<file path="config.mk">
export PLATFORM = sky130hd
export DESIGN_NAME = wdog_guard
export DESIGN_NICKNAME = d
export VERILOG_FILES = /design/src/rtl/wdog_pkg.sv /design/src/rtl/wdog_regs.sv /design/src/rtl/wdog_counter.sv /design/src/rtl/wdog_action.sv /design/src/rtl/wdog_guard.sv
export SDC_FILE = /design/constraint.sdc
export NUM_CORES = 1
export LEC_CHECK = 0
export BUFFER_PORTS_ARGS = -buffer_cell sky130_fd_sc_hd__buf_2
export CAP_MARGIN = 20
export CORE_MARGIN = 1.5
export CORE_UTILIZATION = 62
export CTS_CLUSTER_DIAMETER = 150
export DETAILED_ROUTE_END_ITERATION = 7
export HOLD_SLACK_MARGIN = 0.06
export PLACE_DENSITY = 0.85
export SETUP_SLACK_MARGIN = 0.2
export SYNTH_ARGS = -nofsm -noshare
export SYNTH_HDL_FRONTEND = slang
export SYNTH_HIERARCHICAL = 1
export SYNTH_SLANG_ARGS = --single-unit
</file>
<file path="constraint.sdc">
create_clock -name clk -period 6 [get_ports clk]
set_input_delay 0.3 -clock clk [delete_from_list [all_inputs] [get_ports clk]]
set_output_delay 0.3 -clock clk [all_outputs]
set_load 0.005 [all_outputs]
</file>
<file path="src/rtl/wdog_pkg.sv">
package wdog_pkg;

  localparam int ADDR_W    = 2;
  localparam int EN_BIT    = 0;
  localparam int ACT_LSB   = 1;
  localparam int ACT_W     = 2;
  localparam int CAUSE_BIT = 3;
  localparam int CTRL_BITS = 4;

  typedef enum logic [ADDR_W-1:0] {
    A_CTRL  = 2'd0,
    A_LOAD  = 2'd1,
    A_KICK  = 2'd2,
    A_COUNT = 2'd3
  } reg_sel_e;

  typedef enum logic [ACT_W-1:0] {
    ACT_IRQ = 2'd0,
    ACT_NMI = 2'd1,
    ACT_RST = 2'd2,
    ACT_OFF = 2'd3
  } act_e;

endpackage

</file>
<file path="src/rtl/wdog_regs.sv">
module wdog_regs
  import wdog_pkg::*;
#(
  parameter int CNT_W = 32
) (
  input  logic              clk,
  input  logic              rst,
  input  logic              por_rst,
  input  logic              reg_we,
  input  logic [ADDR_W-1:0] reg_addr,
  input  logic [CNT_W-1:0]  reg_wdata,
  input  logic [CNT_W-1:0]  cnt_val,
  input  logic              cause_set,
  output logic              en,
  output act_e              act,
  output logic [CNT_W-1:0]  start_val,
  output logic              load_wr,
  output logic              kick_wr,
  output logic              cause,
  output logic [CNT_W-1:0]  reg_rdata
);

  logic             ctrl_wr;
  logic [CNT_W-1:0] ctrl_word;

  // write decode
  always_comb begin
    ctrl_wr = reg_we && (reg_sel_e'(reg_addr) == A_CTRL);
    load_wr = reg_we && (reg_sel_e'(reg_addr) == A_LOAD);
    kick_wr = reg_we && (reg_sel_e'(reg_addr) == A_KICK);
  end

  // control fields, cleared by system reset
  always_ff @(posedge clk) begin
    if (rst) begin
      en  <= 1'b0;
      act <= ACT_IRQ;
    end else if (ctrl_wr) begin
      en  <= reg_wdata[EN_BIT];
      act <= act_e'(reg_wdata[ACT_LSB +: ACT_W]);
    end
  end

  always_ff @(posedge clk) begin
    if (rst) begin
      start_val <= '0;
    end else if (load_wr) begin
      start_val <= reg_wdata;
    end
  end

  // cause flag: only the power-on domain clears it; a new set beats a clear
  always_ff @(posedge clk) begin
    if (por_rst) begin
      cause <= 1'b0;
    end else if (cause_set) begin
      cause <= 1'b1;
    end else if (ctrl_wr && reg_wdata[CAUSE_BIT]) begin
      cause <= 1'b0;
    end
  end

  always_comb begin
    ctrl_word                      = '0;
    ctrl_word[EN_BIT]              = en;
    ctrl_word[ACT_LSB +: ACT_W]    = act;
    ctrl_word[CAUSE_BIT]           = cause;
  end

  always_ff @(posedge clk) begin
    if (rst) begin
      reg_rdata <= '0;
    end else begin
      unique case (reg_sel_e'(reg_addr))
        A_CTRL:  reg_rdata <= ctrl_word;
        A_LOAD:  reg_rdata <= start_val;
        A_KICK:  reg_rdata <= '0;
        A_COUNT: reg_rdata <= cnt_val;
        default: reg_rdata <= '0;
      endcase
    end
  end

endmodule

</file>
<file path="src/rtl/wdog_counter.sv">
module wdog_counter #(
  parameter int CNT_W = 32
) (
  input  logic             clk,
  input  logic             rst,
  input  logic             en,
  input  logic             load_wr,
  input  logic [CNT_W-1:0] load_data,
  input  logic             kick_wr,
  input  logic [CNT_W-1:0] start_val,
  output logic [CNT_W-1:0] cnt_val,
  output logic             expire
);

  localparam logic [CNT_W-1:0] ONE = CNT_W'(1);

  logic spent;
  logic at_zero;

  assign at_zero = (cnt_val == '0);

  // expiry is offered once per arming, only while running
  assign expire = en && at_zero && !spent;

  always_ff @(posedge clk) begin
    if (rst) begin
      cnt_val <= '0;
      spent   <= 1'b0;
    end else if (load_wr) begin
      cnt_val <= load_data;
      spent   <= 1'b0;
    end else if (kick_wr) begin
      cnt_val <= start_val;
      spent   <= 1'b0;
    end else if (en) begin
      if (!at_zero) begin
        cnt_val <= cnt_val - ONE;
      end else begin
        spent <= 1'b1;
      end
    end
  end

endmodule

</file>
<file path="src/rtl/wdog_action.sv">
module wdog_action
  import wdog_pkg::*;
(
  input  logic clk,
  input  logic rst,
  input  logic expire,
  input  act_e act,
  input  logic rst_ack,
  output logic irq_pulse,
  output logic nmi_pulse,
  output logic rst_req,
  output logic cause_set
);

  localparam int NPULSE = 2;

  logic [NPULSE-1:0] pulse_q;

  for (genvar g = 0; g < NPULSE; g++) begin : g_pulse
    localparam act_e SEL = (g == 0) ? ACT_IRQ : ACT_NMI;
    always_ff @(posedge clk) begin
      if (rst) begin
        pulse_q[g] <= 1'b0;
      end else begin
        pulse_q[g] <= expire && (act == SEL);
      end
    end
  end

  assign irq_pulse = pulse_q[0];
  assign nmi_pulse = pulse_q[1];
  assign cause_set = expire && (act == ACT_RST);

  always_ff @(posedge clk) begin
    if (rst) begin
      rst_req <= 1'b0;
    end else if (cause_set) begin
      rst_req <= 1'b1;
    end else if (rst_ack) begin
      rst_req <= 1'b0;
    end
  end

endmodule

</file>
<file path="src/rtl/wdog_guard.sv">
module wdog_guard
  import wdog_pkg::*;
#(
  parameter int CNT_W = 32
) (
  input  logic              clk,
  input  logic              rst,
  input  logic              por_rst,
  input  logic              reg_we,
  input  logic [ADDR_W-1:0] reg_addr,
  input  logic [CNT_W-1:0]  reg_wdata,
  output logic [CNT_W-1:0]  reg_rdata,
  input  logic              rst_ack,
  output logic              irq_pulse,
  output logic              nmi_pulse,
  output logic              rst_req
);

  logic             ctrl_en;
  act_e             ctrl_act;
  logic [CNT_W-1:0] start_val;
  logic             load_wr;
  logic             kick_wr;
  logic             cause_flag;
  logic             cause_set;
  logic [CNT_W-1:0] cnt_val;
  logic             expire;

  wdog_regs #(.CNT_W(CNT_W)) u_regs (
    .clk       (clk),
    .rst       (rst),
    .por_rst   (por_rst),
    .reg_we    (reg_we),
    .reg_addr  (reg_addr),
    .reg_wdata (reg_wdata),
    .cnt_val   (cnt_val),
    .cause_set (cause_set),
    .en        (ctrl_en),
    .act       (ctrl_act),
    .start_val (start_val),
    .load_wr   (load_wr),
    .kick_wr   (kick_wr),
    .cause     (cause_flag),
    .reg_rdata (reg_rdata)
  );

  wdog_counter #(.CNT_W(CNT_W)) u_cnt (
    .clk       (clk),
    .rst       (rst),
    .en        (ctrl_en),
    .load_wr   (load_wr),
    .load_data (reg_wdata),
    .kick_wr   (kick_wr),
    .start_val (start_val),
    .cnt_val   (cnt_val),
    .expire    (expire)
  );

  wdog_action u_act (
    .clk       (clk),
    .rst       (rst),
    .expire    (expire),
    .act       (ctrl_act),
    .rst_ack   (rst_ack),
    .irq_pulse (irq_pulse),
    .nmi_pulse (nmi_pulse),
    .rst_req   (rst_req),
    .cause_set (cause_set)
  );

endmodule

</file>
==> results.txt <==
PD cells -> 265 mW/mm^2
IO buf count -> 73
Worst-Skew Late Latency -> 0.37 ns
CP bufs+invs -> 5
Largest stage delay, worst path -> 0.72 ns
Root buffer cell -> clkbuf_8
WL final -> 14000 um
WP data required -> 6.26 ns
CP arrival -> 3.53 ns
Max frequency -> 0.306 GHz
Syn Std Cell Area -> 0.00544 mm^2
Min Clock Period, post-route -> 3.27 ns
Crit-path slowest cell -> buf_2
Post-synth ARST share -> 0
Seq cells post-synth -> 104
Unrepaired setup endpoints after global routing -> no
Ys Warns -> 6
Global-route wire length before repair -> 23300 um
Cell Count Post-Placement -> 739
Most common flop cell mapped by yosys -> dfxtp_1
Rel. slew slack -> 0.339
Synth cell types -> 67
Hold crit path type -> in -> reg
Area growth, synth to finish -> 10.2%
Final setup fails -> 0
Critical path's top delay family -> buffers and inverters
Final #Nets -> 687
Max Slew Vio Count -> 0
Initial antenna violation count -> 0
Ports -> 74
Max_cap viols -> 0
Tot Pwr -> 1.59 mW
Final period utilization -> 0.545
TritonRoute pass-1 iters -> 5
Initial Utilization -> 0.652
Die W -> 96.6 um
Clk_skew -> 0.0117 ns
TritonCTS Buffers -> 9
Reg area -> 0.00208 mm^2
Setup TNS Final -> 0 ns
EDFF count, synth -> 0
Antenna Violating Nets Remaining -> 0
# DRC -> 0
GRT Resource Usage Total -> 0.294
Final core occ -> 0.718
DR vias/cell -> 6.65
Clock sink total -> 104
Peak supply drop -> 0.000130 V
Hold_buf cts -> 0
Synth Instances -> 608
Overflow after GRT -> 0
Sequential fraction of the synthesis area -> 0.383
Mean Syn Cell Area -> 8.94 um^2
CTS max path bufs -> 2
Static leakage -> 2.36 nW
Die height -> 96.6 um
Worst setup SP type -> input port
CORE AREA -> 0.00834 mm^2
Post-DP HPWL -> 8800 um
Post-CTS sizing -> 0
Multi-input logic area -> 0.00306 mm^2
CP cell instances -> buf_2 -> inv_2 -> nor3b_2 -> buf_4 -> inv_1 -> nand2_1 -> buf_16 -> o21ai_0 -> a32o_1
Cell Count, Final, Fillers Out -> 757
Row cnt -> 33
DIE AREA -> 0.00934 mm^2
Cell area after layout -> 0.00599 mm^2
Status -> finished clean
Largest net degree at the start of global routing -> 104
Final hold viol count -> 0
# fillers -> 653
Layout cells sized above 1 -> 0.172
Crit path kind -> in -> reg
Violation count after the first detailed-routing iteration -> 474
Wire length per cell -> 18.6 um
N_diodes -> 0
H-tree Lvls -> 3
Syn_nets -> 648
Placed Area -> 0.00574 mm^2
Reg clk slew, reported paths -> 0.09 ns
Postcts setup bufs -> 0
Routability-driven placement congestion ratio -> 0.930
Crit-path max FO -> 42
Crit end category -> flip-flop
Vias in the first global route -> 4805
Via count -> 5036
CTS tree -> done
Tightest Pin Transition -> 0.991 ns
==> metrics by stage <==
step,setup WS (ns),hold WS [ns]
2_1_floorplan,3.64,0.376
3_3_place_gp,2.15,0.446
3_5_place_dp,2.44,0.467
4_1_cts,2.84,0.174
5_1_grt,2.60,0.200
6_report,2.73,0.178
==> placed cells by master (no fill, tap or decap), types with 3 or more instances in the layout <==
master	count
dfxtp_1	104
buf_2	73
nand2b_1	73
mux2i_1	68
nor2_1	41
a21oi_1	29
nand2_1	25
nor3_1	21
o21ai_0	19
o31ai_1	11
clkbuf_8	10
nand3_1	10
or3_1	10
a311oi_1	10
o221ai_1	10
inv_1	8
nor4_1	8
a211oi_1	8
o211ai_1	7
o311ai_0	6
o21a_1	6
buf_4	5
o41ai_1	5
nor2b_1	4
nand4_1	4
a22oi_1	4
o31a_1	3
xnor2_1	3
or2_2	3
o22ai_1	3
a32o_1	3
o32ai_1	3
o311ai_1	3
a21boi_0	3
==> synthesized netlist by cell type (10+ instances only) <==
| master | count | area share |
|---|---|---|
| a311oi_1 | 10 | 0.016 |
| o21ai_0 | 19 | 0.017 |
| mux2i_1 | 68 | 0.13 |
| nor2_1 | 41 | 0.028 |
| clkbuf_1 | 32 | 0.022 |
| nand2b_1 | 73 | 0.084 |
| buf_2 | 14 | 0.013 |
| o221ai_1 | 10 | 0.016 |
| or3_1 | 10 | 0.012 |
| nand2_1 | 25 | 0.017 |
| o31ai_1 | 11 | 0.015 |
| a21oi_1 | 29 | 0.027 |
| nand3_1 | 10 | 0.0092 |
| nor3_1 | 21 | 0.019 |
| dfxtp_1 | 104 | 0.38 |
==> state kept, by name (all words and copies together), names as in the netlist <==
signal	cells
u_act/rst_req	1
u_cnt/spent	1
u_act/nmi_pulse	1
u_regs/act	2
u_regs/reg_rdata	32
u_act/irq_pulse	1
u_regs/en	1
u_regs/start_val	32
u_regs/cause	1
u_cnt/cnt_val	32
==> routing by layer <==
layer  global-route usage  up-vias  share of wire
li1                     -     2321              -
met1                0.391     2367           0.42
met2                0.467      300           0.47
met3               0.0535       48          0.085
met4                0.128        0          0.027
met5                    0        -              0
==> worst paths after layout <==
| kind | slack, ns | endpoint | cells past startpoint | from |
|---|---|---|---|---|
| setup / recovery | 2.73 | u_cnt/cnt_val[16] | 9 | reg_addr[1] |
| hold / removal | 0.18 | u_regs/cause | 3 | por_rst |
| setup reg to reg | 2.94 | u_cnt/cnt_val[14] | 8 | u_cnt/cnt_val[0] |
| hold reg to reg | 0.49 | u_cnt/spent | 2 | u_cnt/spent |
==> kinds of logic after synthesis <==
family / Yosys count / synth area share
AO/OA/AOI/OAI: 154 / 0.210
XOR/XNOR: 4 / 0.00645
adder cells (fa/ha/maj): 1 / 0.00230
buffers and inverters: 63 / 0.0559
flip-flops: 104 / 0.383
multiplexers: 68 / 0.125
AND/OR/NAND/NOR: 214 / 0.217
==> where the power goes <==
part / total [mW] / internal (mW) / switching [mW]
clock network: 0.485 / 0.249 / 0.236
registers: 0.760 / 0.721 / 0.0388
logic: 0.344 / 0.138 / 0.206
total: 1.59 / 1.11 / 0.481
==> final cells by class <==
class / count / area share
Multi-Input combinational cell: 441 / 0.510
Inverter: 10 / 0.00627
Clock inverter: 4 / 0.0130
Tap cell: 105 / 0.0219
Clock buffer: 12 / 0.0242
Timing Repair Buffer: 81 / 0.0769
Sequential cell: 104 / 0.348
==> worst reg2reg max path, cell delays in order, from the launching register on <==
cell and delay [ns]:
dfxtp_1 0.37, inv_1 0.08, ha_1 0.23, nor4b_2 0.54, nand3_1 0.47, o31a_1 0.64
buf_8 0.26, o31ai_1 0.25, a41oi_1 0.07
Note: power is estimated with default switching activity, not from simulation.
